[src/rtl/isc_pkg.sv]
package isc_pkg;

  typedef enum logic [1:0] {
    MODE_NORMAL   = 2'd0,
    MODE_STANDBY  = 2'd1,
    MODE_SLEEP    = 2'd2,
    MODE_OVERTEMP = 2'd3
  } op_mode_e;

  localparam logic [1:0] REG_STATUS = 2'd0;
  localparam logic [1:0] REG_ENABLE = 2'd1;
  localparam logic [1:0] REG_STBCTL = 2'd2;

endpackage

[src/rtl/isc_rst_sync.sv]
module isc_rst_sync #(
  parameter int STAGES = 2
) (
  input  logic clk,
  input  logic rst_n,
  output logic rst_sync_n
);

  logic [STAGES-1:0] sync_q;
  logic [STAGES-1:0] sync_d;

  assign sync_d = {sync_q[STAGES-2:0], 1'b1};

  always_ff @(posedge clk or negedge rst_n) begin
    if (!rst_n) sync_q <= '0;
    else        sync_q <= sync_d;
  end

  assign rst_sync_n = sync_q[STAGES-1];

endmodule

[src/rtl/isc_status_bank.sv]
module isc_status_bank #(
  parameter int WIDTH = 6
) (
  input  logic             clk,
  input  logic             rst_n,
  input  logic [WIDTH-1:0] evt,
  input  logic             clr_en,
  input  logic [WIDTH-1:0] clr_bits,
  input  logic             mask_we,
  input  logic [WIDTH-1:0] mask_wdata,
  output logic [WIDTH-1:0] status_q,
  output logic [WIDTH-1:0] mask_q
);

  logic [WIDTH-1:0] status_d;
  logic [WIDTH-1:0] mask_d;

  // Per-flag next state: a set in the same cycle overrides the clear.
  for (genvar i = 0; i < WIDTH; i++) begin : g_flag
    logic clr_hit;
    logic set_hit;
    assign clr_hit     = clr_en & clr_bits[i];
    assign set_hit     = evt[i] & mask_q[i];
    assign status_d[i] = (status_q[i] & ~clr_hit) | set_hit;
  end

  always_comb begin
    mask_d = mask_q;
    if (mask_we) mask_d = mask_wdata;
  end

  always_ff @(posedge clk or negedge rst_n) begin
    if (!rst_n) begin
      status_q <= '0;
      mask_q   <= '1;
    end else begin
      status_q <= status_d;
      mask_q   <= mask_d;
    end
  end

endmodule

[src/rtl/isc_wake_pending.sv]
module isc_wake_pending
  import isc_pkg::*;
#(
  parameter int NUM_WAKE = 2
) (
  input  logic                clk,
  input  logic                rst_n,
  input  logic [NUM_WAKE-1:0] wake_evt,
  input  op_mode_e            mode,
  input  logic                clr_en,
  input  logic [NUM_WAKE-1:0] clr_bits,
  input  logic                stb_we,
  input  logic [NUM_WAKE-1:0] stb_wdata,
  output logic [NUM_WAKE-1:0] pend_q,
  output logic [NUM_WAKE-1:0] stb_q
);

  op_mode_e            mode_q;
  logic                enter_normal;
  logic                clr_allowed;
  logic [NUM_WAKE-1:0] drop;
  logic [NUM_WAKE-1:0] pend_d;
  logic [NUM_WAKE-1:0] stb_d;

  assign enter_normal = (mode == MODE_NORMAL) && (mode_q != MODE_NORMAL);
  assign clr_allowed  = clr_en && (mode != MODE_STANDBY);

  always_comb begin
    drop = '0;
    if (enter_normal) drop = drop | ~stb_q;
    if (clr_allowed)  drop = drop | clr_bits;
  end

  for (genvar i = 0; i < NUM_WAKE; i++) begin : g_src
    assign pend_d[i] = (pend_q[i] & ~drop[i]) | wake_evt[i];
  end

  always_comb begin
    stb_d = stb_q;
    if (stb_we) stb_d = stb_wdata;
  end

  always_ff @(posedge clk or negedge rst_n) begin
    if (!rst_n) begin
      pend_q <= '0;
      stb_q  <= '0;
      mode_q <= MODE_NORMAL;
    end else begin
      pend_q <= pend_d;
      stb_q  <= stb_d;
      mode_q <= mode;
    end
  end

endmodule

[src/rtl/isc_cyclic_arm.sv]
module isc_cyclic_arm
  import isc_pkg::*;
(
  input  logic     clk,
  input  logic     rst_n,
  input  op_mode_e mode,
  input  logic     wdt_timeout_mode,
  input  logic     wdt_disable,
  input  logic     wdt_overflow,
  output logic     arm_q,
  output logic     cyc_evt
);

  logic timeout_q;
  logic arm_d;
  logic timeout_rise;
  logic mode_ok;

  assign timeout_rise = wdt_timeout_mode & ~timeout_q;
  assign mode_ok      = (mode == MODE_NORMAL) || (mode == MODE_STANDBY);

  always_comb begin
    arm_d = arm_q;
    if (wdt_disable || !wdt_timeout_mode) arm_d = 1'b0;
    else if (timeout_rise && mode_ok)     arm_d = 1'b1;
  end

  assign cyc_evt = arm_q & wdt_timeout_mode & wdt_overflow;

  always_ff @(posedge clk or negedge rst_n) begin
    if (!rst_n) begin
      arm_q     <= 1'b0;
      timeout_q <= 1'b0;
    end else begin
      arm_q     <= arm_d;
      timeout_q <= wdt_timeout_mode;
    end
  end

endmodule

[src/rtl/isc_ctrl.sv]
module isc_ctrl
  import isc_pkg::*;
#(
  parameter int NUM_WAKE  = 2,
  parameter int NUM_OTHER = 3,
  parameter int SYNC_LEN  = 2,
  localparam int NSTAT    = NUM_WAKE + 1 + NUM_OTHER
) (
  input  logic                 clk,
  input  logic                 rst_n,
  input  logic [NUM_WAKE-1:0]  wake_evt,
  input  logic [NUM_OTHER-1:0] other_evt,
  input  logic                 wdt_overflow,
  input  logic                 wdt_timeout_mode,
  input  logic                 wdt_disable,
  input  logic [1:0]           mode,
  input  logic                 wr_en,
  input  logic [1:0]           wr_addr,
  input  logic [NSTAT-1:0]     wr_data,
  output logic [NSTAT-1:0]     status,
  output logic [NUM_WAKE-1:0]  wake_pending,
  output logic                 cyclic_armed,
  output logic                 irq_drive_low
);

  logic             rst_int_n;
  op_mode_e         mode_e;
  logic             cyc_evt;
  logic [NSTAT-1:0] evt_all;
  logic             clr_we;
  logic             mask_we;
  logic             stb_we;
  logic [NSTAT-1:0] mask_q;
  logic [NUM_WAKE-1:0] stb_q;

  assign mode_e  = op_mode_e'(mode);
  assign clr_we  = wr_en && (wr_addr == REG_STATUS);
  assign mask_we = wr_en && (wr_addr == REG_ENABLE);
  assign stb_we  = wr_en && (wr_addr == REG_STBCTL);
  assign evt_all = {other_evt, cyc_evt, wake_evt};

  isc_rst_sync #(.STAGES(SYNC_LEN)) u_rst (
    .clk        (clk),
    .rst_n      (rst_n),
    .rst_sync_n (rst_int_n)
  );

  isc_cyclic_arm u_cyc (
    .clk              (clk),
    .rst_n            (rst_int_n),
    .mode             (mode_e),
    .wdt_timeout_mode (wdt_timeout_mode),
    .wdt_disable      (wdt_disable),
    .wdt_overflow     (wdt_overflow),
    .arm_q            (cyclic_armed),
    .cyc_evt          (cyc_evt)
  );

  isc_status_bank #(.WIDTH(NSTAT)) u_bank (
    .clk        (clk),
    .rst_n      (rst_int_n),
    .evt        (evt_all),
    .clr_en     (clr_we),
    .clr_bits   (wr_data),
    .mask_we    (mask_we),
    .mask_wdata (wr_data),
    .status_q   (status),
    .mask_q     (mask_q)
  );

  isc_wake_pending #(.NUM_WAKE(NUM_WAKE)) u_pend (
    .clk       (clk),
    .rst_n     (rst_int_n),
    .wake_evt  (wake_evt),
    .mode      (mode_e),
    .clr_en    (clr_we),
    .clr_bits  (wr_data[NUM_WAKE-1:0]),
    .stb_we    (stb_we),
    .stb_wdata (wr_data[NUM_WAKE-1:0]),
    .pend_q    (wake_pending),
    .stb_q     (stb_q)
  );

  // Open-drain line: enable the pull-down while any flag is held.
  assign irq_drive_low = |status;

endmodule

[config.mk]
export PLATFORM = sky130hd
export DESIGN_NAME = isc_ctrl
export DESIGN_NICKNAME = d
export VERILOG_FILES = /design/src/rtl/isc_pkg.sv /design/src/rtl/isc_rst_sync.sv /design/src/rtl/isc_status_bank.sv /design/src/rtl/isc_wake_pending.sv /design/src/rtl/isc_cyclic_arm.sv /design/src/rtl/isc_ctrl.sv
export SDC_FILE = /design/constraint.sdc
export NUM_CORES = 1
export LEC_CHECK = 0
export BUFFER_PORTS_ARGS = -buffer_cell sky130_fd_sc_hd__buf_2
export CAP_MARGIN = 20
export CORE_UTILIZATION = 42
export DETAILED_ROUTE_END_ITERATION = 12
export GPL_TIMING_DRIVEN = 0
export PLACE_DENSITY = 0.72
export RECOVER_POWER = 25
export REMOVE_ABC_BUFFERS = 1
export SETUP_SLACK_MARGIN = 0.3
export SYNTH_ARGS = -nofsm -noshare
export SYNTH_HDL_FRONTEND = slang
export SYNTH_SLANG_ARGS = --single-unit
[constraint.sdc]
create_clock -name clk -period 0.9 [get_ports clk]
set_input_delay 0.18 -clock clk [delete_from_list [all_inputs] [get_ports clk]]
set_output_delay 0.18 -clock clk [all_outputs]
set_load 0.02 [all_outputs]
# == Word level (Yosys, flattened, before mapping) ==
# Cells that the tools add are included.
# op_classes
n_eq_ne,4
mux,4
bitwise,42
reduce_logical,14
# op_table
operator,count
$and 1x1->1,23
$not 1->1,9
$or 1x1->1,8
$logic_and 1x1->1,6
$reduce_or 6->1,1
$eq 2x1->1 const B,2
$logic_not 2->1,2
$mux 2,2
$reduce_bool 2->1,2
$eq 2x2->1 const B,1
$logic_or 1x1->1,2
$mux 1,2
$ne 2x1->1 const B,1
$not 2->2,1
$or 2x2->2,1
$logic_not 1->1,1
# word_totals
reg_bits,22
in_bits,21
out_inout_bits,10
word_cells,72

# == Longest topological paths before layout ==
# Gate-level depths: netlist of the first run.
# depth
word_depth,8
ltp_mapped,3
mapped_depth_nobuf,3

# == By module ==
# A second synthesis of the first run with hierarchy kept.
# hier_totals
cells_unflattened,61
hier_area_um2,875.8
# modules_own_cells
mod,instances,cells_per_inst,area_each_um2,seq_area_each_um2
isc_status_bank,1,31,484.2,307.8
isc_wake_pending,1,16,225.2,150.1
isc_cyclic_arm,1,5,73.8,50.0
isc_rst_sync,1,3,53.8,50.0
isc_ctrl,1,6,38.8,0.0

# == Worst setup path before layout of the first run ==
# No wires, ideal clock.
# synth_path
path_type,register -> register
startpoint,reg u_pend.stb_q[0]
endpoint,reg u_pend.pend_q[0]
setup_time_ns,0.120
arrival_time_ns,1.008
required_ns,0.780
path_slack_ns,-0.228
stages_incl_launch_ff,3
n_path_buf,0
period_less_slack_ns,1.128
cell_sequence,dfrtp_1 > or4_1 > a31o_1
# synth_via
elab_chain_len,7
# synth_rtl
element,line_no,text
start: declaration,isc_wake_pending.sv:15,output logic [NUM_WAKE-1:0] stb_q
start signal: assignment,isc_wake_pending.sv:50,stb_q <= stb_d;
$not 2->2 (*),isc_wake_pending.sv:30,if (enter_normal) drop = drop | ~stb_q;
$mux 2 (*),isc_wake_pending.sv:30,
$or 2x2->2,isc_wake_pending.sv:31,if (clr_allowed) drop = drop | clr_bits;
$mux 2 (*),isc_wake_pending.sv:31,
$not 1->1 (*),isc_wake_pending.sv:35,assign pend_d[i] = (pend_q[i] & ~drop[i]) | wake_evt[i];
$and 1x1->1 (*),isc_wake_pending.sv:35,
$or 1x1->1 (*),isc_wake_pending.sv:35,
via u_pend.pend_d[0],isc_wake_pending.sv:22,logic [NUM_WAKE-1:0] pend_d;
end signal: assignment,isc_wake_pending.sv:49,pend_q <= pend_d;
end: declaration,isc_wake_pending.sv:14,"output logic [NUM_WAKE-1:0] pend_q,"
# The timed path passes the listed nets; every way through them passes the cells marked *.
# A chain may end at the register's enable or synchronous reset.

# == Final worst setup path of the first run ==
# layout_path
startpoint,reg u_bank.status_q[1]
endpoint,out irq_drive_low
# layout_via
elab_chain_len,1
# layout_rtl
element,line_no,text
start: declaration,isc_status_bank.sv:11,"output logic [WIDTH-1:0] status_q,"
start signal: assignment,isc_status_bank.sv:37,status_q <= status_d;
$reduce_or 6->1,isc_ctrl.sv:85,assign irq_drive_low = |status;
end: declaration,isc_ctrl.sv:23,output logic irq_drive_low
# Every way passes these cells.

==> results.py, run 1 <==
metrics = {
    "routing": {
        "drt-vias-per-instance": 5.04,
        "detail_route.iter0.violations": 8,
        "wl_per_cell_um": 13.9,
        "post-route-drc-count": 0,
        "sum_of_routed_wire_length_over_all_layers_mm": 1.83,
        "detail-route-antenna-nets": 0,
        "vias": 665,
        "drtPass1Iterations": 3,
    },
    "global_routing": {
        "grt_antenna_before_repair": 0,
        "pin_count_of_the_biggest_net_entering_global_routing": 21,
        "globalRoute.totalOverflow": 0,
        "grt_usage_pct": 18.4,
        "grt_first_pass_wirelength_mm": 2.68,
        "grt_pass1_vias": 607,
    },
    "cts": {
        "ctsHoldBuffers": 1,
        "clk_pin_slew_worst_paths_ns": 0.12,
        "tritoncts_clock_tree": "yes",
        "cts-buffers-inserted": 3,
        "clk-insertion-delay-late_ns": 0.30,
        "htree_num_levels": 1,
        "maximum_clock_path_buffer_count": 2,
        "cts_root_buf": "clkbuf_4",
        "clkSinkCount": 22,
    },
    "place": {
        "placement.io_buffers": 30,
        "cell_area_after_placement_um2": 1030,
        "place_hpwl_mm": 1.18,
        "dp.cells": 115,
        "gp_routability_congestion": 0.715,
    },
    "worst_setup_path": {
        "crit-reg2reg-launch": "u_pend.stb_q[0]",
        "cpPeakStageDelay_ns": 0.41,
        "worstPathCellList": "nor4_2 > nand2_1 > buf_2",
        "worstReg2RegEnd": "u_pend.pend_q[0]",
        "r2r_slack_ns": -0.25,
        "worstSetupStartpointType": "flip-flop",
        "worst-setup-path-type": "reg -> out",
        "crit_path_top_delay_cell": "dfrtp_1",
        "critPathCaptureType": "output port",
        "critical_path_arrival_ns": 1.24,
        "worstPathRequired_ns": 0.72,
        "worstPathMaxFanout": 2,
        "worst-r2r-cell-count": 2,
    },
    "floorplan": {
        "std_cell_rows": 15,
        "effective_utilization_at_floorplan_pct": 47.0,
        "die_height_um": 46.9,
        "floorplan.die_area_um2": 2200,
        "die_width_um": 46.9,
        "core_area_um2": 1800,
        "ios": 31,
    },
    "synth": {
        "synth_area_leader_cell": "dfrtp_1",
        "yosysWarnings": 0,
        "synth-edff-count": 0,
        "dominantRegCellSynth": "dfrtp_1",
        "post_synth_main_area_contributors": "dfrtp_1 47%, dfstp_2 19%, mux2_2 11%, a22o_1 5.2%, nand2_1 2.7%",
        "synth_cell_type_count": 17,
        "synth_top_area_share_pct": 47.3,
        "seq_area_frac_synth_pct": 65.9,
        "syn-cell-area_um2": 847,
        "post_synthesis_average_cell_area_um2": 14.1,
        "leading_cell_type_by_number_of_instances_after_synthesis": "dfrtp_1",
        "post_synth_most_frequent_cells": "16 x dfrtp_1, 8 x mux2_2, 6 x dfstp_2, 6 x nand2_1, 5 x a22o_1",
        "post_synth_inst_count": 60,
        "asyncSetResetFlopFracSynth_pct": 100,
        "ys_ff_latch": 22,
    },
    "layout": {
        "fin_area_um2": 1270,
        "antenna-diode-count": 0,
        "areaGrowthSynthToFinish_pct": 49.6,
        "layout.nets": 129,
        "count_of_filler_cells_inserted_in_the_layout": 151,
        "drive_gt1_share_pct": 57.9,
        "final-instance-count-excl-fill": 132,
        "layout.area.seq_um2": 559,
        "multi_input_area_um2": 344,
    },
    "timing": {
        "pins_over_slew_limit": 0,
        "timing.setup.tns_ns": -2.55,
        "number_of_hold_violations_in_the_final_report": 0,
        "final_min_period_over_clock_period_pct": 158,
        "setup_repair_after_global_routing_missed_its_margin": "true",
        "max_freq_mhz": 702,
        "skew_ns": 0.00626,
        "finalSetupViolCount": 13,
        "timing.final.ws_setup_ns": -0.524,
        "finalWorstPathRequiredPeriod_ns": 1.42,
    },
    "min_path": {
        "worstHoldPathCells": 1,
        "worst_hold_path.endpoint": "u_cyc.timeout_q",
        "hp-class": "in -> reg",
        "worstHoldStart": "wdt_timeout_mode",
    },
    "power": {
        "total_leakage_power_uw": 0.000595,
        "power.density_cell_area_nw_per_um2": 1760,
        "maximum_vdd_ir_drop_mv": 1.44,
    },
    "outcome": {
        "outcome": "finished, violations left",
        "failing_checks": "negative setup slack",
    },
    "run": {
        "timing.max_cap.violations": 0,
    },
}
-- sequential cells by signal (all words and copies together), names as in the netlist --
| register | count |
|---|---|
| u_pend.pend_q | 2 |
| u_cyc.arm_q | 1 |
| u_rst.sync_q | 2 |
| u_pend.stb_q | 2 |
| u_cyc.timeout_q | 1 |
| u_pend.mode_q | 2 |
| u_bank.status_q | 6 |
| u_bank.mask_q | 6 |
-- per-stage QoR --
step	util [%]	total power [uW]	setup WS (ns)	hold slack (ns)
final	70.3	2230	-0.524	0.0163
after global routing	70.3	2340	-0.571	-0.00226
after CTS	66.7	2180	-0.536	0.00382
after detailed placement	57.1	1600	-0.283	-0.0346
after global placement	57.1	1590	-0.269	-0.0335
after floorplan	-	1450	-0.228	-0.116
-- worst max path at each step --
stage	end	startpoint	cells after the start
2_1_floorplan	u_pend.pend_q[0]	u_pend.stb_q[0]	2
3_3_place_gp	u_pend.pend_q[0]	mode[1]	3
3_5_place_dp	u_pend.pend_q[0]	mode[1]	3
4_1_cts	irq_drive_low	u_bank.status_q[1]	3
5_1_grt	irq_drive_low	u_bank.status_q[1]	3
6_report	irq_drive_low	u_bank.status_q[1]	3
-- report_power, final --
part | switching (uW) | leakage [uW] | total [uW] | internal [uW]
registers | 101 | 0.000240 | 1260 | 1160
logic | 200 | 0.000340 | 522 | 322
clock network | 276 | 0.0000150 | 449 | 173
-- layer usage --
layer / GRT usage (%) / vias to the layer above / wire length [um]
met4: 12.0 / 0 / 36
li1: - / 312 / -
met1: 23.5 / 325 / 845
met5: 0 / - / 0
met2: 28.3 / 24 / 853
met3: 3.85 / 4 / 98
-- layout by cell type, fill, tap and decap left out, drive strengths merged, types with 2 or more instances in the layout --
cell	n
dfrtp	16
nand3b	2
dfstp	6
nor3b	2
nor2	4
a22o	5
mux2	8
nand3	2
nand2	6
or4	2
buf	38
clkbuf	8
a31o	2
-- area by class of cell --
| cell class | instances | share of cell area, % |
|---|---|---|
| clock buffers | 4 | 2.07 |
| multi-input cells | 38 | 27.1 |
| repair buffers | 43 | 24.2 |
| well taps | 25 | 2.47 |
| flip-flops and latches | 22 | 44.1 |
-- critical path, delay by kind of cell, from the launching register on --
family | cells | cell delay [ns]
flip-flops | 1 | 0.41
AND/OR/NAND/NOR | 2 | 0.38
buffers and inverters | 1 | 0.16
-- repair_timing --
item,4_1_cts,5_1_grt
gates resized for setup,21,15
buffers inserted,9,3
endpoints found under the setup margin,47,33
endpoints found under the hold margin,2,2
pin swaps,8,5
-- cell families after synthesis --
| logic type | after synthesis | synth area share [%] |
|---|---|---|
| compound gates | 9 | 9.31 |
| flops | 22 | 65.9 |
| mux | 8 | 10.6 |
| other cells | 1 | 0.443 |
| simple gates | 20 | 13.7 |
Power figures use the tool's default switching activity.
==> run 2, diff against run 1 <==
--- a/config.mk
+++ b/config.mk
@@ -5,12 +5,12 @@
 export SDC_FILE = /design/constraint.sdc
 export NUM_CORES = 1
 export LEC_CHECK = 0
-export BUFFER_PORTS_ARGS = -buffer_cell sky130_fd_sc_hd__buf_2
 export CAP_MARGIN = 20
-export CORE_UTILIZATION = 42
+export CORE_UTILIZATION = 50
 export DETAILED_ROUTE_END_ITERATION = 12
+export DONT_BUFFER_PORTS = 1
 export GPL_TIMING_DRIVEN = 0
-export PLACE_DENSITY = 0.72
+export PLACE_DENSITY = 0.68
 export RECOVER_POWER = 25
 export REMOVE_ABC_BUFFERS = 1
 export SETUP_SLACK_MARGIN = 0.3
==> results.py, run 2 (synthesis results as in run 1) <==
metrics = {
    "outcome": {
        "outcome": "finished, violations left",
        "failing_checks": "negative hold slack, negative setup slack",
    },
    "routing": {
        "vias": 520,
        "detail-route-antenna-nets": 0,
        "wl_per_cell_um": 16.6,
        "drtPass1Iterations": 2,
        "drt-vias-per-instance": 5.98,
        "sum_of_routed_wire_length_over_all_layers_mm": 1.45,
        "detail_route.iter0.violations": 3,
        "post-route-drc-count": 0,
    },
    "global_routing": {
        "grt_antenna_before_repair": 0,
        "globalRoute.totalOverflow": 0,
        "grt_first_pass_wirelength_mm": 2.33,
        "grt_pass1_vias": 553,
        "grt_usage_pct": 17.2,
        "pin_count_of_the_biggest_net_entering_global_routing": 21,
    },
    "cts": {
        "clkSinkCount": 22,
        "maximum_clock_path_buffer_count": 2,
        "tritoncts_clock_tree": "yes",
        "ctsHoldBuffers": 4,
        "clk-insertion-delay-late_ns": 0.29,
        "cts-buffers-inserted": 3,
        "clk_pin_slew_worst_paths_ns": 0.12,
        "htree_num_levels": 1,
        "cts_root_buf": "clkbuf_4",
    },
    "timing": {
        "pins_over_slew_limit": 0,
        "timing.final.ws_setup_ns": -0.518,
        "number_of_hold_violations_in_the_final_report": 3,
        "finalSetupViolCount": 14,
        "timing.setup.tns_ns": -1.68,
        "holdWs_ns": -0.0664,
        "max_freq_mhz": 705,
        "skew_ns": 0.00502,
        "setup_repair_after_global_routing_missed_its_margin": "true",
        "finalWorstPathRequiredPeriod_ns": 1.42,
        "final_min_period_over_clock_period_pct": 158,
    },
    "power": {
        "maximum_vdd_ir_drop_mv": 1.22,
        "total_leakage_power_uw": 0.000448,
        "power_uw": 2330,
        "power.density_cell_area_nw_per_um2": 2220,
    },
    "worst_setup_path": {
        "cpPeakStageDelay_ns": 0.49,
        "critical_path_arrival_ns": 1.24,
        "crit-reg2reg-launch": "u_pend.stb_q[1]",
        "worst-setup-path-type": "reg -> out",
        "critPathLaunch": "u_bank.status_q[1]",
        "critPathCaptureType": "output port",
        "worst-r2r-cell-count": 2,
        "worstPathCellList": "nor4_4 > nand2_2",
        "worstSetupStartpointType": "flip-flop",
        "worstPathRequired_ns": 0.72,
        "crit_path_top_delay_cell": "dfrtp_2",
        "worstPathMaxFanout": 3,
        "r2r_slack_ns": -0.29,
    },
    "place": {
        "dp.cells": 76,
        "place_hpwl_mm": 1.02,
        "placement.io_buffers": 0,
        "gp_routability_congestion": 0.686,
    },
    "min_path": {
        "worstHoldPathCells": 1,
        "hp-class": "in -> reg",
        "worstHoldStart": "wdt_disable",
    },
    "floorplan": {
        "die_width_um": 43.2,
        "floorplan.die_area_um2": 1860,
        "effective_utilization_at_floorplan_pct": 55.0,
        "die_height_um": 43.2,
        "ios": 31,
        "core_area_um2": 1540,
        "std_cell_rows": 14,
    },
    "layout": {
        "drive_gt1_share_pct": 49.3,
        "multi_input_area_um2": 335,
        "antenna-diode-count": 0,
        "final-instance-count-excl-fill": 87,
        "finish.utilization_pct": 68.2,
        "layout.nets": 93,
        "layout_commonest_cell": "dfrtp_2",
        "largestRegisters": "u_bank.mask_q: 6 flops, u_bank.status_q: 6 flops",
        "count_of_filler_cells_inserted_in_the_layout": 114,
        "layout.area.seq_um2": 573,
        "areaGrowthSynthToFinish_pct": 24.1,
        "final_cell_mix": "9 x dfrtp_2, 7 x mux2_4, 6 x dfstp_2, 6 x dfrtp_1",
    },
    "run": {
        "timing.max_cap.violations": 0,
    },
}
==> run 2: cell type report <==
cell class              instances  area share [%]
flip-flops and latches         22            54.5
multi-input cells              38            31.9
repair buffers                  7            6.67
clock inverters                 1            2.86
clock buffers                   3            2.14
well taps                      16            1.90
==> run 2: worst paths after layout <==
check | to
hold reg to reg | u_bank.status_q[2]
max in group asynchronous | u_bank.mask_q[5]
setup reg to reg | u_pend.pend_q[1]
min in group asynchronous | u_rst.sync_q[1]
hold / removal | u_cyc.arm_q
setup / recovery | irq_drive_low
==> run 2: timing repair <==
action | in CTS | in global routing
pin swaps | 9 | 3
gates resized for setup | 20 | 5
hold endpoints to repair | 8 | 3
buffers inserted | 2 | 1
gates cloned | 0 | 0
setup endpoints to repair | 47 | 42
==> run 2: through the flow <==
| stage | worst slack [ns] | hold slack (ns) | cell area, um^2 |
|---|---|---|---|
| global route | -0.583 | -0.0764 | 1050 |
| detailed placement | -0.294 | -0.116 | 867 |
| floorplan | -0.228 | -0.116 | 847 |
| CTS | -0.536 | -0.0739 | 1030 |
| global placement | -0.302 | -0.116 | 867 |
| finish | -0.518 | -0.0664 | 1050 |
==> run 2: where the power goes <==
part / leakage, uW / internal, uW / switching (uW) / total [uW]
sequential: 0.000233 / 1170 / 180 / 1350
clock: 0.0000279 / 449 / 279 / 729
combinational: 0.000187 / 187 / 65.7 / 253
total: 0.000448 / 1800 / 525 / 2330
==> run 2: routing by layer <==
metal | GRT usage, % | up-vias | part of all wire (%)
met4 | 5.45 | 0 | 0.97
met5 | 0 | - | 0
li1 | - | 239 | -
met3 | 5.53 | 2 | 7.1
met2 | 29.0 | 21 | 51
met1 | 20.8 | 258 | 41
==> run 2: critical path: cells and delay by family (launching register included) <==
kind	cells	cell delay, ns
DFF	1	0.49
and+or+nand+nor	2	0.45
==> run 3, diff against run 2 <==
--- a/config.mk
+++ b/config.mk
@@ -5,6 +5,7 @@
 export SDC_FILE = /design/constraint.sdc
 export NUM_CORES = 1
 export LEC_CHECK = 0
+export ABC_AREA = 1
 export CAP_MARGIN = 20
 export CORE_UTILIZATION = 50
 export DETAILED_ROUTE_END_ITERATION = 12
==> results.py, run 3 <==
metrics = {
    "cts": {
        "maximum_clock_path_buffer_count": 2,
        "cts_root_buf": "clkbuf_4",
        "tritoncts_clock_tree": "yes",
        "ctsHoldBuffers": 7,
        "clk_pin_slew_worst_paths_ns": 0.13,
        "cts-buffers-inserted": 3,
        "clkSinkCount": 22,
        "htree_num_levels": 1,
        "clk-insertion-delay-late_ns": 0.31,
    },
    "timing": {
        "pins_over_slew_limit": 0,
        "timing.final.ws_setup_ns": -0.510,
        "finalWorstPathRequiredPeriod_ns": 1.41,
        "holdWs_ns": -0.0282,
        "number_of_hold_violations_in_the_final_report": 7,
        "skew_ns": 0.00968,
        "final_min_period_over_clock_period_pct": 157,
        "finalSetupViolCount": 10,
        "max_freq_mhz": 709,
        "setup_repair_after_global_routing_missed_its_margin": "true",
        "timing.setup.tns_ns": -1.19,
    },
    "synth": {
        "post_synth_main_area_contributors": "dfrtp_1 44%, dfstp_2 17%, nand2_1 11%, inv_1 7.0%, o21ai_2 5.7%",
        "synth_area_leader_cell": "dfrtp_1",
        "yosysWarnings": 0,
        "post_synth_most_frequent_cells": "28 x nand2_1, 17 x inv_1, 16 x dfrtp_1, 9 x o21ai_0",
        "compound_gate_portion_of_the_synthesized_area_pct": 10.7,
        "asyncSetResetFlopFracSynth_pct": 100,
        "synth_top_family_by_area": "simple AND/OR/NAND/NOR gates",
        "synth_xor_xnor_area_share_pct": 0,
        "leading_cell_type_by_number_of_instances_after_synthesis": "nand2_1",
        "synth_cell_type_count": 14,
        "seq_area_frac_synth_pct": 60.9,
        "syn-cell-area_um2": 916,
        "synth-simple-area-share_pct": 19.4,
        "post_synthesis_average_cell_area_um2": 9.35,
        "synth_top_area_share_pct": 43.7,
        "dominantRegCellSynth": "dfrtp_1",
        "synth.mux.area_fraction_pct": 0,
        "post_synth_inst_count": 98,
        "ys_ff_latch": 22,
        "synth-adder-area-share_pct": 0,
        "synth-edff-count": 0,
    },
    "global_routing": {
        "grt_antenna_before_repair": 0,
        "grt_usage_pct": 19.1,
        "pin_count_of_the_biggest_net_entering_global_routing": 21,
        "grt_pass1_vias": 604,
        "grt_first_pass_wirelength_mm": 2.64,
        "globalRoute.totalOverflow": 0,
    },
    "place": {
        "cell_area_after_placement_um2": 936,
        "dp.cells": 122,
        "gp_routability_congestion": 0.735,
        "place_hpwl_mm": 1.11,
        "placement.io_buffers": 0,
    },
    "routing": {
        "drtPass1Iterations": 4,
        "vias": 675,
        "post-route-drc-count": 0,
        "drt-vias-per-instance": 5.00,
        "wl_per_cell_um": 12.6,
        "sum_of_routed_wire_length_over_all_layers_mm": 1.71,
        "detail_route.iter0.violations": 14,
        "detail-route-antenna-nets": 0,
    },
    "min_path": {
        "hp-class": "in -> reg",
    },
    "layout": {
        "layout_commonest_cell": "nand2_1",
        "antenna-diode-count": 0,
        "finish.utilization_pct": 67.1,
        "largestRegisters": "u_bank.mask_q: 6 flops, u_bank.status_q: 6 flops",
        "areaGrowthSynthToFinish_pct": 26.5,
        "final-instance-count-excl-fill": 135,
        "final_cell_mix": "19 x nand2_1, 17 x inv_1, 11 x o21ai_2",
        "drive_gt1_share_pct": 44.5,
        "fin_area_um2": 1160,
        "layout.nets": 132,
    },
    "worst_setup_path": {
        "worstSetupStartpointType": "flip-flop",
        "worst-setup-path-type": "reg -> out",
        "cpPeakStageDelay_ns": 0.50,
        "worstPathCellList": "nor4_4 > nand2_2",
        "critical_path_arrival_ns": 1.23,
        "worstPathMaxFanout": 3,
        "worstPathRequired_ns": 0.72,
        "critPathCaptureType": "output port",
        "timing.critical_path.buf_inv": 0,
        "crit_path_top_delay_cell": "dfrtp_2",
        "crit_family": "flip-flops",
    },
    "floorplan": {
        "ios": 31,
        "floorplan.die_area_um2": 2010,
        "std_cell_rows": 15,
        "effective_utilization_at_floorplan_pct": 53.0,
        "die_width_um": 44.8,
        "core_area_um2": 1730,
        "die_height_um": 44.8,
    },
    "power": {
        "power.density_cell_area_nw_per_um2": 2100,
        "maximum_vdd_ir_drop_mv": 1.22,
        "total_leakage_power_uw": 0.000534,
    },
    "run": {
        "timing.max_cap.violations": 0,
    },
    "outcome": {
        "outcome": "finished, violations left",
        "failing_checks": "negative hold slack, negative setup slack",
    },
}
[run 3: power breakdown]
| group | switching [uW] | total [uW] | internal [uW] | leakage [uW] |
|---|---|---|---|---|
| logic | 148 | 300 | 153 | 0.000271 |
| clock network | 302 | 753 | 450 | 0.0000279 |
| registers | 219 | 1380 | 1160 | 0.000236 |
[run 3: final cells by class]
type / instances / area [um^2]
sequential: 22 / 571
clock inverter: 1 / 30.0
fill: 165 / 568
clock buffer: 3 / 22.5
multi-input combinational: 57 / 348
timing repair buffer: 9 / 88.8
tap: 25 / 31.3
inverter: 18 / 67.6
[run 3: worst paths after layout]
| path | start | slack [ns] | endpoint | cells past startpoint |
|---|---|---|---|---|
| min in group asynchronous | rst_n | 0.07 | u_rst.sync_q[1] | 1 |
| worst max register to register | u_pend.stb_q[1] | 0.07 | u_pend.pend_q[1] | 6 |
| worst min register to register | u_rst.sync_q[1] | 0.21 | u_bank.status_q[2] | 0 |
| worst min-delay path | other_evt[0] | -0.03 | u_bank.status_q[3] | 2 |
| max in group asynchronous | u_rst.sync_q[1] | 0.35 | u_bank.mask_q[0] | 0 |
| worst max-delay path | u_bank.status_q[5] | -0.51 | irq_drive_low | 2 |
[run 3: repair_timing]
action / CTS / global route
resized for setup: 22 / 17
hold endpoints to repair: 18 / 8
endpoints found under the setup margin: 47 / 47
buffers inserted: 2 / 0
pin swaps: 5 / 6
[run 3: per-layer routing]
| metal | part of all wire, % | GRT usage (%) | up-vias | wire length, um |
|---|---|---|---|---|
| met1 | 42 | 23.8 | 326 | 715 |
| met4 | 2.2 | 10.9 | 0 | 37 |
| li1 | - | - | 323 | - |
| met2 | 49 | 30.9 | 21 | 842 |
| met5 | 0 | 0 | - | 0 |
| met3 | 6.5 | 4.00 | 5 | 111 |
[run 3: kinds of logic (layout without fill, tap and decap cells)]
group / after synthesis / in the layout
AND/OR/NAND/NOR: 41 / 41
flip-flops: 22 / 22
buffers and inverters: 19 / 31
AO/OA/AOI/OAI: 15 / 15
other: 1 / 1
[run 3: metrics by stage]
| stage | hold slack, ns | setup WS, ns | power, uW |
|---|---|---|---|
| finish | -0.0282 | -0.510 | 2430 |
| global route | -0.0315 | -0.561 | 2540 |
| CTS | -0.0329 | -0.537 | 2390 |
| detailed placement | -0.116 | -0.304 | 1550 |
| global placement | -0.116 | -0.290 | 1540 |
| floorplan | -0.116 | -0.177 | 1490 |
